**config.mk**
```make
export PLATFORM = sky130hd
export DESIGN_NAME = serial_moore_adder
export DESIGN_NICKNAME = d
export VERILOG_FILES = /design/src/rtl/sma_pkg.sv /design/src/rtl/sma_control.sv /design/src/rtl/sma_datapath.sv /design/src/rtl/serial_moore_adder.sv
export SDC_FILE = /design/constraint.sdc
export NUM_CORES = 1
export LEC_CHECK = 0
export BUFFER_PORTS_ARGS = -buffer_cell sky130_fd_sc_hd__buf_2
export CORE_MARGIN = 10
export CORE_UTILIZATION = 50
export CTS_BUF_LIST = sky130_fd_sc_hd__clkbuf_4
export DETAILED_ROUTE_END_ITERATION = 16
export PLACE_DENSITY = 0.76
export SETUP_SLACK_MARGIN = 0.4
export SYNTH_ARGS = -nofsm -noshare
export SYNTH_HDL_FRONTEND = slang
export SYNTH_SLANG_ARGS = --single-unit
```
**constraint.sdc**
```tcl
create_clock -name clk -period 2.2 [get_ports clk]
set_input_delay 0.33 -clock clk [delete_from_list [all_inputs] [get_ports clk]]
set_output_delay 0.33 -clock clk [all_outputs]
set_load 0.01 [all_outputs]
```
**src/rtl/sma_pkg.sv**
```systemverilog
package sma_pkg;

  // Encoding {carry, sumBit}: bit 1 is the stored carry, bit 0 the output bit.
  typedef enum logic [1:0] {
    ST_C0S0 = 2'b00,
    ST_C0S1 = 2'b01,
    ST_C1S0 = 2'b10,
    ST_C1S1 = 2'b11
  } addState_t;

  typedef struct packed {
    logic load;
    logic shiftEn;
  } smaCtrl_t;

endpackage

```
**src/rtl/sma_control.sv**
```systemverilog
module sma_control
  import sma_pkg::*;
#(
  parameter int WIDTH = 8
) (
  input  logic     clk,
  input  logic     rst,
  output smaCtrl_t ctrl,
  output logic     done
);

  // One extra shift flushes the reset-state output bit out of the low end.
  localparam int STEPS = WIDTH + 1;
  localparam int CW    = $clog2(STEPS + 1);

  logic [CW-1:0] stepCnt;
  logic          running;

  assign running = (stepCnt != '0);

  always_ff @(posedge clk) begin
    if (rst) begin
      stepCnt <= CW'(STEPS);
    end else if (running) begin
      stepCnt <= stepCnt - 1'b1;
    end
  end

  always_comb begin
    ctrl.load    = rst;
    ctrl.shiftEn = running & ~rst;
  end

  assign done = ~running;

endmodule

```
**src/rtl/sma_datapath.sv**
```systemverilog
module sma_datapath
  import sma_pkg::*;
#(
  parameter int WIDTH = 8
) (
  input  logic             clk,
  input  smaCtrl_t         ctrl,
  input  logic [WIDTH-1:0] opA,
  input  logic [WIDTH-1:0] opB,
  output logic [WIDTH-1:0] sumOut
);

  logic [WIDTH-1:0] shiftA;
  logic [WIDTH-1:0] shiftB;
  logic [WIDTH-1:0] sumReg;
  addState_t        state;
  addState_t        nextState;
  logic             carryIn;
  logic             bitSum;
  logic             bitCarry;
  logic             serialBit;

  // Operand registers: load during reset, otherwise shift toward bit 0 with zero fill.
  always_ff @(posedge clk) begin
    if (ctrl.load) begin
      shiftA <= opA;
      shiftB <= opB;
    end else begin
      shiftA <= {1'b0, shiftA[WIDTH-1:1]};
      shiftB <= {1'b0, shiftB[WIDTH-1:1]};
    end
  end

  // Full adder on the current bit pair and the carry held in the state.
  always_comb begin
    carryIn   = state[1];
    bitSum    = shiftA[0] ^ shiftB[0] ^ carryIn;
    bitCarry  = (shiftA[0] & shiftB[0]) | (carryIn & (shiftA[0] | shiftB[0]));
    nextState = addState_t'({bitCarry, bitSum});
  end

  always_ff @(posedge clk) begin
    if (ctrl.load) begin
      state <= ST_C0S0;
    end else begin
      state <= nextState;
    end
  end

  // Moore output: depends on the present state only.
  assign serialBit = state[0];

  always_ff @(posedge clk) begin
    if (ctrl.load) begin
      sumReg <= '0;
    end else if (ctrl.shiftEn) begin
      sumReg <= {serialBit, sumReg[WIDTH-1:1]};
    end
  end

  assign sumOut = sumReg;

endmodule

```
**src/rtl/serial_moore_adder.sv**
```systemverilog
module serial_moore_adder
  import sma_pkg::*;
#(
  parameter int WIDTH = 8
) (
  input  logic             clk,
  input  logic             rst,
  input  logic [WIDTH-1:0] opA,
  input  logic [WIDTH-1:0] opB,
  output logic [WIDTH-1:0] sumOut,
  output logic             done
);

  smaCtrl_t ctrl;

  sma_control #(.WIDTH(WIDTH)) u_control (
    .clk  (clk),
    .rst  (rst),
    .ctrl (ctrl),
    .done (done)
  );

  sma_datapath #(.WIDTH(WIDTH)) u_datapath (
    .clk    (clk),
    .ctrl   (ctrl),
    .opA    (opA),
    .opB    (opB),
    .sumOut (sumOut)
  );

endmodule

```
Yosys cells after proc, flatten, opt, wreduce, memory -nomap -nowiden
Index checks and enable logic that the tools add are counted.

operators by class
  $add $sub $neg = 1
  multiplexer cells = 2
  bitwise gates (word level) = 9
  reductions and logical operators = 1

operators with widths
  cell                   number
  $mux W7                2
  $reduce_bool A4 Y1     1
  $sub A4 B1 Y4 const B  1
  $and A1 B1 Y1          3
  $not A1 Y1             2
  $or A1 B1 Y1           2
  $xor A1 B1 Y1          2

word-level totals
  register bits after elaboration = 30
  output and inout bits = 9
  word-level logic and storage cells = 20

Longest topological paths before layout
  depth after elaboration = 3
  gate-level depth with buffers = 5

Cells and area by module
Synthesis repeated with hierarchy kept, for this count alone.

unflattened totals
  cells, all modules = 88
  area, all modules = 1124.8 um2

modules (own cells, without submodules)
  module        instances  cells each  area an instance (um2)  seq. area each (um2)
  sma_datapath  1          65          904.6                   520.5
  sma_control   1          23          220.2                   80.1

Least setup slack after synthesis
OpenSTA, ideal clock, no wires.

  kind = register -> output
  start = register u_control.stepCnt[0]
  end = output done
  data arrival time = 1.094 ns
  required time = 1.870 ns
  slack = 0.776 ns
  cell stages (with the launch flop) = 5
  buffers on the path = 0
  path through = dfxtp_1 inv_1 ha_1 or3b_4 inv_6

between the ends
  longest elaborated chain between the ends = 2

ends and longest elaborated chain
  element                 RTL line                  RTL
  from (decl)             sma_control.sv:16         logic [CW-1:0] stepCnt;
  from (signal assigned)  sma_control.sv:23         stepCnt <= CW'(STEPS);
  from (signal assigned)  sma_control.sv:25         stepCnt <= stepCnt - 1'b1;
  $reduce_bool A4 Y1      sma_control.sv:19         assign running = (stepCnt != '0);
  $not A1 Y1              sma_control.sv:34         assign done = ~running;
  to (decl)               serial_moore_adder.sv:11  output logic done

No other way between the ends.

Final worst setup path
  start = register u_control.stepCnt[1]
  end = output done

Same word-level chain as after synthesis.

==> reports/summary.txt <==
Status - complete, no violations
CP Max Fanout - 2
Fin crit period - 1756 ps
Cell row count - 16
Ports - 27
P&R area growth vs syn - 27.59%
Adder-Cell Fraction of Synth Area - 3.027%
Final setup fails - 0
Comb pwr share - 12.4%
Fmax - 0.5693 GHz
GR Util met2 - 15.91%
Placement Setup Slack - 565.8 ps
Hold Path Class - primary input to register
FF+latch count, synth - 30
Antenna fix cells - 0
Share of the synthesized area in the top cell type - 55.88%
DIE HEIGHT - 66.37 um
Max-cap violation count - 0
Syn Nets - 106
Synth Area in Compound Gates - 2.794%
XOR/XNOR Fraction of Synth Area - 0%
Simple-Gate Fraction of Synth Area - 12.46%
Leading cell types by total area after synthesis - dfxtp_1 (56%), mux2_1 (14%), mux2i_1 (8.4%)
Share of cells above drive strength 1 - 39.02%
Initial drt markers - 36
First-pass GRT wire length - 3201 um
Switching power total - 272.2 uW
Clk buf depth - 2
Footprint of the multi-input gates - 456.7 um2
Unrepaired setup endpoints after global routing - false
Final worst-path cycle share - 79.84%
CTS Hold Buffers Added - 0
Most common cell in the netlist - dfxtp_1
Mux contribution to synthesized area - 23.05%
Routed via count - 728
Setup Crit Path Kind - register to output pin
Worst setup slack after layout - 443.6 ps
Area leader, netlist - dfxtp_1
Final WL - 2015 um
DP Area - 1225 um2
Starting Density - 53.69%
Root buffer cell - clkbuf_4
Vias in the first global route - 759
Leak Pwr - 0.0006019 uW
Worst-Skew Late Latency - 330 ps
CP endpoint kind - output pin
Die W - 66.37 um
Cell count after synthesis - 86
Synth Warn # - 0
Relative slew margins - 63.27%
Largest family of logic cells by synthesized area - multiplexers
DR DRC count - 0
Tot GR Track Use - 9.921%
Drt first pass iters - 7
Worst slew pin tran - 551.0 ps
Post-synth EDFFs - 0
Predominant post-synthesis flop cell - dfxtp_1
Largest net degree at the start of global routing - 33
Nets - 142
Drt via density - 4.853
Commonest cells post-synth - dfxtp_1 (30), mux2_1 (13), nand2b_1 (10), mux2i_1 (9), nor2b_1 (3)
Register area - 603.1 um2
M3 GR Usage - 5.424%
Initial antenna violation count - 0
Post-route cell area - 1371 um2
Net Sw Frac - 22.94%
Grt ovf - 0
Seq/Total Area, Yosys - 55.88%
Hold Path Cell Cnt - 2
WL/cell - 13.43 um
Gpl congestion - 0.7070
PD cells - 865.4 nW/um2
Worst path arrival time - 1430 ps
CTS tree - done
H-tree levels - 2
Worst VDD drop - 0.0005394 V
Met1 GRT Util - 8.599%
Clock slew at reported path FFs - 100 ps
Fin. Hold Viols - 0
Clock skew - 8.420 ps
Syn Area/Cell - 12.50 um2
Number of CTS-inserted buffers - 5
Cell Int Power - 914.6 uW
Detail Route Antenna Nets - 0
R2R cell count - 6
Seq pwr share - 52.0%
Distinct cells, synth - 22
Clk pwr share - 35.6%
Post-route setup TNS - 0 ps
Die area - 4404 um2
Required time of the worst setup path - 1870 ps
Global route hottest layer - met2
Startpoint types - register
Fillers - 166
Pins Over Slew Limit - 0
Core region area - 2002 um2
Clock Sinks - 30
Post-Synthesis Cell Area - 1075 um2
Async S/R FF share, synth - 0%
Port Buf Inserts - 26
[power by group through the flow]
stage	sequential, uW	combinational, uW	clock (uW)
3_3_place_gp	625	112	0
5_1_grt	622	166	453
3_5_place_dp	630	116	0
4_1_cts	615	138	432
2_1_floorplan	624	81.3	0
6_report	617	147	423
[cells by family after synthesis]
group,Yosys count
and+or+nand+nor,21
muxes,23
AOI/OAI and AO/OA,4
adders and majority gates,2
DFF,30
buffers and inverters,6
[cell usage in the layout (no fill, tap or decap), drive strengths merged, types with 2 or more instances in the layout]
master / Yosys / routed
buf: 2 / 32
dfxtp: 30 / 30
mux2: 14 / 14
nand2b: 10 / 10
mux2i: 9 / 9
clkbuf: 1 / 5
nor2b: 3 / 3
inv: 3 / 3
and2: 2 / 2
nor2: 2 / 2
clkinv: 0 / 2
[final timing paths]
| kind | slack, ps | to | start |
|---|---|---|---|
| worst min-delay path | 200 | u_datapath.shiftB[3]$_DFF_P_ | opB[3] |
| worst max register to register | 740 | u_datapath.sumOut[4]$_SDFFE_PP0P_ | u_control.stepCnt[1]$_SDFFE_PP0P_ |
| worst max-delay path | 440 | done | u_control.stepCnt[1]$_SDFFE_PP0P_ |
| worst min register to register | 440 | u_datapath.shiftA[1]$_DFF_P_ | u_datapath.shiftA[2]$_DFF_P_ |
[sequential cells by signal (all words and copies together) (netlist names)]
name,flops
u_datapath.sumOut,8
u_datapath.state,2
u_datapath.shiftA,8
u_control.stepCnt,4
u_datapath.shiftB,8
[routing by layer]
metal,share of wire (%),up-vias
met5,0,-
met4,2.7,0
met3,9.3,7
met2,48,27
met1,40,328
li1,-,366
[through the flow]
stage | hold slack (ps) | instances | total power (uW) | utilization [%]
floorplan | 410.4 | 86 | 705.8 | -
global placement | 413.1 | 136 | 736.6 | 61.19
detailed placement | 419.2 | 136 | 745.5 | 61.19
CTS | 189.4 | 149 | 1185 | 67.63
global route | 197.2 | 150 | 1241 | 68.50
finish | 198.3 | 150 | 1187 | 68.50
[final cells by class]
cell class                 count  share of cell area, %
sequential                    30                  43.98
multi-input combinational     50                  33.30
timing repair buffer          32                  13.23
clock inverter                 3                  2.920
clock buffer                   5                  2.737
tap                           27                  2.463
inverter                       3                  1.369
[timing repair]
| action | in CTS | in global routing |
|---|---|---|
| gates resized for setup | 5 | 3 |
| pin swaps | 1 | 1 |
| endpoints found under the setup margin | 1 | 1 |
| setup buffers | 5 | 1 |
[critical path, stage by stage, from the launching register on]
cell and delay (ps):
dfxtp_2 340, inv_2 60, ha_4 120, or3b_4 420, inv_8 70, buf_6 90
Power figures use the tool's default switching activity.
